## src/rtl/tsr_pkg.sv

```systemverilog
package tsr_pkg;
    localparam int DST_W     = 3;
    localparam int NUM_PORTS = 5;

    function automatic logic [NUM_PORTS-1:0] dst_onehot(input logic [DST_W-1:0] d);
        logic [NUM_PORTS-1:0] r;
        r = '0;
        for (int k = 1; k <= NUM_PORTS; k++) begin
            if (d == DST_W'(k)) r[k-1] = 1'b1;
        end
        return r;
    endfunction
endpackage

```

## src/rtl/tsr_table.sv

```systemverilog
module tsr_table
    import tsr_pkg::*;
#(
    parameter int DEPTH = 64,
    parameter int CNT_W = 6,
    localparam int IDX_W = $clog2(DEPTH),
    localparam int ENT_W = CNT_W + DST_W
) (
    input  logic             clk,
    input  logic             rst_n,
    input  logic             wr_en,
    input  logic [IDX_W-1:0] wr_addr,
    input  logic [CNT_W-1:0] wr_cnt,
    input  logic [DST_W-1:0] wr_dst,
    input  logic             last_we,
    input  logic [IDX_W-1:0] last_val,
    input  logic             swap,
    input  logic [IDX_W-1:0] rd_addr,
    output logic [CNT_W-1:0] rd_cnt,
    output logic [DST_W-1:0] rd_dst,
    output logic [IDX_W-1:0] rd_last
);
    typedef struct packed {
        logic [DEPTH-1:0][ENT_W-1:0] shadow;
        logic [DEPTH-1:0][ENT_W-1:0] active;
        logic [IDX_W-1:0]            last_sh;
        logic [IDX_W-1:0]            last_act;
    } tbl_t;

    tbl_t tbl_d, tbl_q;
    logic [ENT_W-1:0] ent;

    always_comb begin
        tbl_d = tbl_q;
        if (swap) begin
            tbl_d.active   = tbl_q.shadow;
            tbl_d.last_act = tbl_q.last_sh;
        end
        if (wr_en)   tbl_d.shadow[wr_addr] = {wr_cnt, wr_dst};
        if (last_we) tbl_d.last_sh = last_val;
    end

    always_ff @(posedge clk or negedge rst_n) begin
        if (!rst_n) tbl_q <= '0;
        else        tbl_q <= tbl_d;
    end

    // on a swap the walker needs entry 0 of the table being promoted
    always_comb begin
        ent     = swap ? tbl_q.shadow[0] : tbl_q.active[rd_addr];
        rd_last = swap ? tbl_q.last_sh   : tbl_q.last_act;
        rd_cnt  = ent[ENT_W-1:DST_W];
        rd_dst  = ent[DST_W-1:0];
    end

    assert_active_held_R8: assert property (@(posedge clk) disable iff (!rst_n)
        !swap |=> $stable(tbl_q.active) && $stable(tbl_q.last_act));
endmodule

```

## src/rtl/tsr_walker.sv

```systemverilog
module tsr_walker
    import tsr_pkg::*;
#(
    parameter int DEPTH = 64,
    parameter int CNT_W = 6,
    localparam int IDX_W = $clog2(DEPTH)
) (
    input  logic                 clk,
    input  logic                 rst_n,
    input  logic                 frame_start,
    input  logic                 slot_start,
    output logic                 swap,
    output logic [IDX_W-1:0]     rd_addr,
    input  logic [CNT_W-1:0]     rd_cnt,
    input  logic [DST_W-1:0]     rd_dst,
    input  logic [IDX_W-1:0]     rd_last,
    output logic [NUM_PORTS-1:0] port_en
);
    typedef struct packed {
        logic [IDX_W-1:0]     ptr;
        logic [CNT_W-1:0]     rem;
        logic [DST_W-1:0]     dst;
        logic                 done;
        logic [NUM_PORTS-1:0] en;
    } walk_t;

    walk_t st_d, st_q;

    assign swap    = frame_start && slot_start;
    assign rd_addr = swap ? '0 : IDX_W'(st_q.ptr + 1'b1);

    always_comb begin
        st_d = st_q;
        if (slot_start) begin
            if (frame_start) begin
                st_d.ptr  = '0;
                st_d.rem  = rd_cnt;
                st_d.dst  = rd_dst;
                st_d.done = 1'b0;
            end else if (st_q.done) begin
                st_d.dst = '0;
            end else if (st_q.rem != '0) begin
                st_d.rem = st_q.rem - 1'b1;
            end else if (st_q.ptr == rd_last) begin
                st_d.done = 1'b1;
                st_d.dst  = '0;
            end else begin
                st_d.ptr = IDX_W'(st_q.ptr + 1'b1);
                st_d.rem = rd_cnt;
                st_d.dst = rd_dst;
            end
            st_d.en = dst_onehot(st_d.dst);
        end
    end

    always_ff @(posedge clk or negedge rst_n) begin
        if (!rst_n) begin
            st_q      <= '0;
            st_q.done <= 1'b1;
        end else begin
            st_q <= st_d;
        end
    end

    assign port_en = st_q.en;

    assert_onehot_R4: assert property (@(posedge clk) disable iff (!rst_n)
        $onehot0(st_q.en));
    assert_hold_R5: assert property (@(posedge clk) disable iff (!rst_n)
        !slot_start |=> $stable(st_q.en));
    assert_restart_R7: assert property (@(posedge clk) disable iff (!rst_n)
        (slot_start && frame_start) |=> (st_q.ptr == '0) && !st_q.done);
    assert_past_end_R6: assert property (@(posedge clk) disable iff (!rst_n)
        st_q.done |-> st_q.en == '0);
endmodule

```

## src/rtl/tdm_slot_router.sv

```systemverilog
module tdm_slot_router
    import tsr_pkg::*;
#(
    parameter int DEPTH = 64,
    parameter int CNT_W = 6,
    localparam int IDX_W = $clog2(DEPTH)
) (
    input  logic                 clk,
    input  logic                 rst_n,
    input  logic                 cfg_we,
    input  logic                 cfg_last_we,
    input  logic                 cfg_dir,
    input  logic [IDX_W-1:0]     cfg_addr,
    input  logic [CNT_W-1:0]     cfg_cnt,
    input  logic [DST_W-1:0]     cfg_dst,
    input  logic [IDX_W-1:0]     cfg_last,
    input  logic                 rx_frame_start,
    input  logic                 rx_slot_start,
    input  logic                 tx_frame_start,
    input  logic                 tx_slot_start,
    output logic [NUM_PORTS-1:0] rx_port_en,
    output logic [NUM_PORTS-1:0] tx_port_en
);
    localparam int NDIR = 2;

    logic [NDIR-1:0]                fs, ss;
    logic [NDIR-1:0][NUM_PORTS-1:0] en;

    assign fs = {tx_frame_start, rx_frame_start};
    assign ss = {tx_slot_start,  rx_slot_start};

    for (genvar g = 0; g < NDIR; g++) begin : g_dir
        logic             swap;
        logic [IDX_W-1:0] rd_addr;
        logic [CNT_W-1:0] rd_cnt;
        logic [DST_W-1:0] rd_dst;
        logic [IDX_W-1:0] rd_last;
        logic             sel;

        assign sel = (cfg_dir == 1'(g));

        tsr_table #(.DEPTH(DEPTH), .CNT_W(CNT_W)) u_table (
            .clk      (clk),
            .rst_n    (rst_n),
            .wr_en    (cfg_we && sel),
            .wr_addr  (cfg_addr),
            .wr_cnt   (cfg_cnt),
            .wr_dst   (cfg_dst),
            .last_we  (cfg_last_we && sel),
            .last_val (cfg_last),
            .swap     (swap),
            .rd_addr  (rd_addr),
            .rd_cnt   (rd_cnt),
            .rd_dst   (rd_dst),
            .rd_last  (rd_last)
        );

        tsr_walker #(.DEPTH(DEPTH), .CNT_W(CNT_W)) u_walker (
            .clk         (clk),
            .rst_n       (rst_n),
            .frame_start (fs[g]),
            .slot_start  (ss[g]),
            .swap        (swap),
            .rd_addr     (rd_addr),
            .rd_cnt      (rd_cnt),
            .rd_dst      (rd_dst),
            .rd_last     (rd_last),
            .port_en     (en[g])
        );
    end

    assign rx_port_en = en[0];
    assign tx_port_en = en[1];

    assert_rx_idle_R9: assert property (@(posedge clk) disable iff (!rst_n)
        !rx_slot_start |=> $stable(rx_port_en));
    assert_tx_idle_R9: assert property (@(posedge clk) disable iff (!rst_n)
        !tx_slot_start |=> $stable(tx_port_en));
endmodule

```

## config.mk

```make
export PLATFORM = sky130hd
export DESIGN_NAME = tdm_slot_router
export DESIGN_NICKNAME = d
export VERILOG_FILES = /design/src/rtl/tsr_pkg.sv /design/src/rtl/tsr_table.sv /design/src/rtl/tsr_walker.sv /design/src/rtl/tdm_slot_router.sv
export SDC_FILE = /design/constraint.sdc
export NUM_CORES = 2
export LEC_CHECK = 0
export BUFFER_PORTS_ARGS = -buffer_cell sky130_fd_sc_hd__buf_2
export CAP_MARGIN = 40
export CORE_UTILIZATION = 23
export DETAILED_ROUTE_END_ITERATION = 10
export PLACE_DENSITY_LB_ADDON = 0.15
export SLEW_MARGIN = 20
export SYNTH_ARGS = -nofsm -noshare
export SYNTH_HDL_FRONTEND = slang
export SYNTH_SLANG_ARGS = --single-unit
```

## constraint.sdc

```tcl
create_clock -name clk -period 8.8 [get_ports clk]
set_input_delay 0.44 -clock clk [delete_from_list [all_inputs] [get_ports clk]]
set_output_delay 0.44 -clock clk [all_outputs]
set_load 0.05 [all_outputs]
```

==> impl_metrics.env <==
export IMPL_status="finished, final reports clean"
export IMPL_power_density_nw_per_um2=241
export IMPL_area_growth_syn_to_layout_pct=17.7
export IMPL_clockRootBuffer="sky130_fd_sc_hd__clkbuf_16"
export IMPL_critPathCaptureType="flop"
export IMPL_finalHoldViolations=0
export IMPL_clock_skew_final_ps=38.4
export IMPL_synth_ff_type="sky130_fd_sc_hd__dfrtp_1"
export IMPL_worst_ir_drop_on_vdd_mv=0.126
export IMPL_r2r_start="g_dir[0].u_walker.st_q[15]"
export IMPL_globalRouteMet3Util=0.0234
export IMPL_hold_path_startpoint="rx_slot_start"
export IMPL_hpwl_um=222000
export IMPL_post_route_cells_drive_above_1_share=0.218
export IMPL_setup_viol_count_final=0
export IMPL_cellLeakagePower_nw=57.9
export IMPL_postSynthAreaPerCell_um2=10.6
export IMPL_post_route_cell_area_um2=118000
export IMPL_dr_total_vias=70300
export IMPL_critPathMaxFanout=34
export IMPL_grt_max_degree=166
export IMPL_worst_skew_pair_late_latency_ps=930
export IMPL_max_clock_path_buffers=4
export IMPL_utilization=0.272
export IMPL_remaining_design_rule_violation_count=0
export IMPL_timing_final_crit_period_ps=5090
export IMPL_grt_use_met2=0.261
export IMPL_worst_margin_pin_slew_ps=1090
export IMPL_setup_worst_path_start_class="flop"
export IMPL_worst_r2r_endpoint="g_dir[0].u_walker.port_en[3]"
export IMPL_total_die_area_um2=439000
export IMPL_cts_resized=0
export IMPL_critPathSlowestCell="sky130_fd_sc_hd__ha_2"
export IMPL_global_route_usage_met1=0.232
export IMPL_fp_dieW_um=662
export IMPL_fmax_mhz=197
export IMPL_post_layout_total_power_mw=28.4
export IMPL_antenna_found_initial=24
export IMPL_crit_chain="ha_2, buf_4, inv_1, buf_4, a21oi_2, o221ai_1, and3_1, a31oi_1, o221ai_1, o31ai_1, and2_1, a32o_1"
export IMPL_postSynthNetCount=9481
export IMPL_core_region_area_um2=434000
export IMPL_starting_density=0.231
export IMPL_critPathMaxStageDelay_ps=750
export IMPL_switching_power_mw=8.18
export IMPL_worstPathRequired_ps=9640
export IMPL_track_usage=0.164
export IMPL_gp_congestion=0.803
export IMPL_ff2ff_setup_slack_ps=3710
export IMPL_finalMaxSlewViolations=0
export IMPL_power_share_combinational=0.139
export IMPL_detailedRoute_firstPassIterationCount=5
export IMPL_yosysWarningCount=0
export IMPL_fin_crit_sh=0.578
export IMPL_numPlacedInstances=14800
export IMPL_dpl_worst_slack_ps=3760
export IMPL_totalNegativeSetupSlack_ps=0
export IMPL_place_area_um2=108000
export IMPL_power_report_internal_total_mw=20.2
export IMPL_timing_hold_ws_ps=78.7
export IMPL_rows=242
export IMPL_top_usage_layer="met2"
export IMPL_cp_data_arrival_time_ps=5920
export IMPL_grt_remaining_overflow=0
export IMPL_power_share_clock=0.419
export IMPL_power_sequential_fraction=0.442
export IMPL_post_synth_num_cell_types=91
export IMPL_clock_transition_at_the_registers_of_the_reported_paths_ps=60
export IMPL_num_io_pins=40
export IMPL_syn_cell_area_um2=100000
export IMPL_worstRegToRegCells=12
export IMPL_critical_path_buf_inv_count=3
export IMPL_drt_initial_drc_count=5419
export IMPL_hold_path_endpoint="g_dir[0].u_walker.st_q[5]"
export IMPL_critical_path_class="flop to flop"
export IMPL_tritoncts_num_sinks=2370
export IMPL_htreeDepth=5
export IMPL_p_sw_frac=0.288
export IMPL_setup_slack_ps=3710
export IMPL_post_drt_wl_per_cell_um=23.5
export IMPL_min_path_cells=3
export IMPL_num_nets_final=9453
export IMPL_flip_flop_and_latch_count_after_synthesis=2370
export IMPL_worst_slew_margin_rel=0.274
export IMPL_viasPerCell=4.58
export IMPL_port_buffers=39
export IMPL_postSynth_asyncResetShare=1.00
export IMPL_syn_instance_count=9447
export IMPL_synth_seq_area_share=0.591
export IMPL_cap_violations=0
export IMPL_die_height_um=662
export IMPL_critPathTopFamily="compound AO/OA/AOI/OAI gates"
export IMPL_first_global_vias=72900
export IMPL_rsz0062_at_grt="false"
export IMPL_finalNonFillerCells=15400
export IMPL_postRouteWirelength_um=361000
export IMPL_cts_buffers=278
export IMPL_wire_length_of_the_first_global_routing_pass_um=534000
export IMPL_synth_enable_flop_cells=0
export IMPL_tritoncts_clock_tree="built"
export IMPL_antenna_left=0
export IMPL_hold_class="input port to flop"
-- area by class of cell --
cell class | count | area [µm²]
inverters | 30 | 113
diodes | 5 | 12.5
well taps | 5734 | 7170
multi-input cells | 6418 | 38700
clock buffers | 397 | 8190
fillers | 45600 | 316000
flip-flops and latches | 2370 | 59300
clock inverters | 80 | 1080
repair buffers | 321 | 3480
-- flip-flops by register name, indices dropped and copies added (netlist names) --
register                count
g_dir.u_walker.st_q        32
g_dir.u_walker.port_en     10
g_dir.u_table.tbl_q      2328
-- power by group through the flow --
stage / registers, mW / clock network [mW] / logic (mW)
floorplan: 12.5 / 0 / 2.34
global placement: 12.7 / 0 / 3.85
detailed placement: 12.8 / 0 / 3.97
CTS: 12.6 / 12.3 / 3.98
global route: 12.7 / 12.7 / 4.28
finish: 12.6 / 11.9 / 3.94
-- metal layers --
metal	vias to the layer above	wire length [µm]
met2	1372	166000
met1	37000	171000
li1	31400	-
met3	457	15200
met4	2	9600
met5	-	13
-- worst max path at each step --
| stage | start | end | slack, ps | cells past startpoint |
|---|---|---|---|---|
| 6_report | g_dir[0].u_walker.st_q[15] | g_dir[0].u_walker.port_en[3] | 3710 | 12 |
| 5_1_grt | g_dir[0].u_walker.st_q[15] | g_dir[0].u_walker.port_en[4] | 3510 | 12 |
| 4_1_cts | g_dir[1].u_walker.st_q[15] | g_dir[1].u_walker.port_en[3] | 3750 | 11 |
| 3_5_place_dp | g_dir[1].u_walker.st_q[15] | g_dir[1].u_walker.port_en[3] | 3760 | 11 |
| 3_3_place_gp | g_dir[0].u_walker.st_q[15] | g_dir[0].u_walker.st_q[12] | 3690 | 12 |
| 2_1_floorplan | g_dir[0].u_walker.st_q[16] | g_dir[0].u_walker.st_q[10] | 5850 | 10 |
-- cell usage in the layout, fill, tap and decap left out, drive strengths merged, types with 8 or more instances in the layout --
master | Yosys | final
o221ai | 65 | 65
dfrtp | 2368 | 2368
o211ai | 29 | 29
nand2b | 8 | 8
mux2 | 1193 | 1193
dlygate4sd3 | 0 | 8
a311oi | 62 | 62
nor2 | 153 | 153
a31oi | 50 | 50
mux2i | 88 | 88
nand4 | 21 | 21
clkbuf | 497 | 397
nor4 | 8 | 8
a2bb2oi | 16 | 16
and3 | 30 | 30
a2111oi | 8 | 8
mux4 | 79 | 79
a221o | 8 | 8
a211oi | 100 | 100
nor3 | 51 | 51
inv | 30 | 43
xor2 | 15 | 15
a21o | 11 | 11
xnor2 | 18 | 18
and2 | 30 | 30
o22ai | 39 | 39
or3 | 10 | 10
nor2b | 47 | 47
nand3 | 98 | 98
o21ai | 91 | 91
clkinv | 0 | 46
o2111ai | 14 | 14
bufinv | 0 | 18
buf | 132 | 313
nand2 | 3862 | 3862
a21oi | 99 | 99
-- cell usage after synthesis (all sizes together) (79+ instances only) --
| cell | count | area share |
|---|---|---|
| nand2 | 3862 | 0.14 |
| buf | 132 | 0.0067 |
| o21ai | 91 | 0.0046 |
| a211oi | 100 | 0.0076 |
| mux4 | 79 | 0.018 |
| nor2 | 153 | 0.0058 |
| a21oi | 99 | 0.0051 |
| mux2i | 88 | 0.0088 |
| dfrtp | 2368 | 0.59 |
| clkbuf | 497 | 0.019 |
| mux2 | 1193 | 0.13 |
| nand3 | 98 | 0.0049 |
-- kinds of logic (layout without fill, tap and decap cells) --
kind of cell / Yosys count / count (layout) / share of synthesized area
flip-flops: 2370 / 2370 / 0.591
XOR/XNOR: 33 / 33 / 0.00296
multiplexers: 1360 / 1360 / 0.161
AO/OA/AOI/OAI: 683 / 683 / 0.0491
AND/OR/NAND/NOR: 4338 / 4338 / 0.169
buffers and inverters: 659 / 828 / 0.0264
other: 0 / 5 / 0
adder cells (fa/ha/maj): 4 / 4 / 0.000499
-- worst reg2reg max path, cell delays in order (launching register included) --
cell,delay (ps)
sky130_fd_sc_hd__dfrtp_4,690
sky130_fd_sc_hd__ha_2,750
sky130_fd_sc_hd__buf_4,470
sky130_fd_sc_hd__inv_1,380
sky130_fd_sc_hd__buf_4,370
sky130_fd_sc_hd__a21oi_2,440
sky130_fd_sc_hd__o221ai_1,180
sky130_fd_sc_hd__and3_1,210
sky130_fd_sc_hd__a31oi_1,430
sky130_fd_sc_hd__o221ai_1,180
sky130_fd_sc_hd__o31ai_1,500
sky130_fd_sc_hd__and2_1,250
sky130_fd_sc_hd__a32o_1,190
-- repair_timing --
action | CTS | global route
hold buffers | 8 | 0
buffers inserted | 0 | 0
hold endpoints to repair | 92 | 0
setup endpoints to repair | 0 | 0
Power figures use the tool's default switching activity.
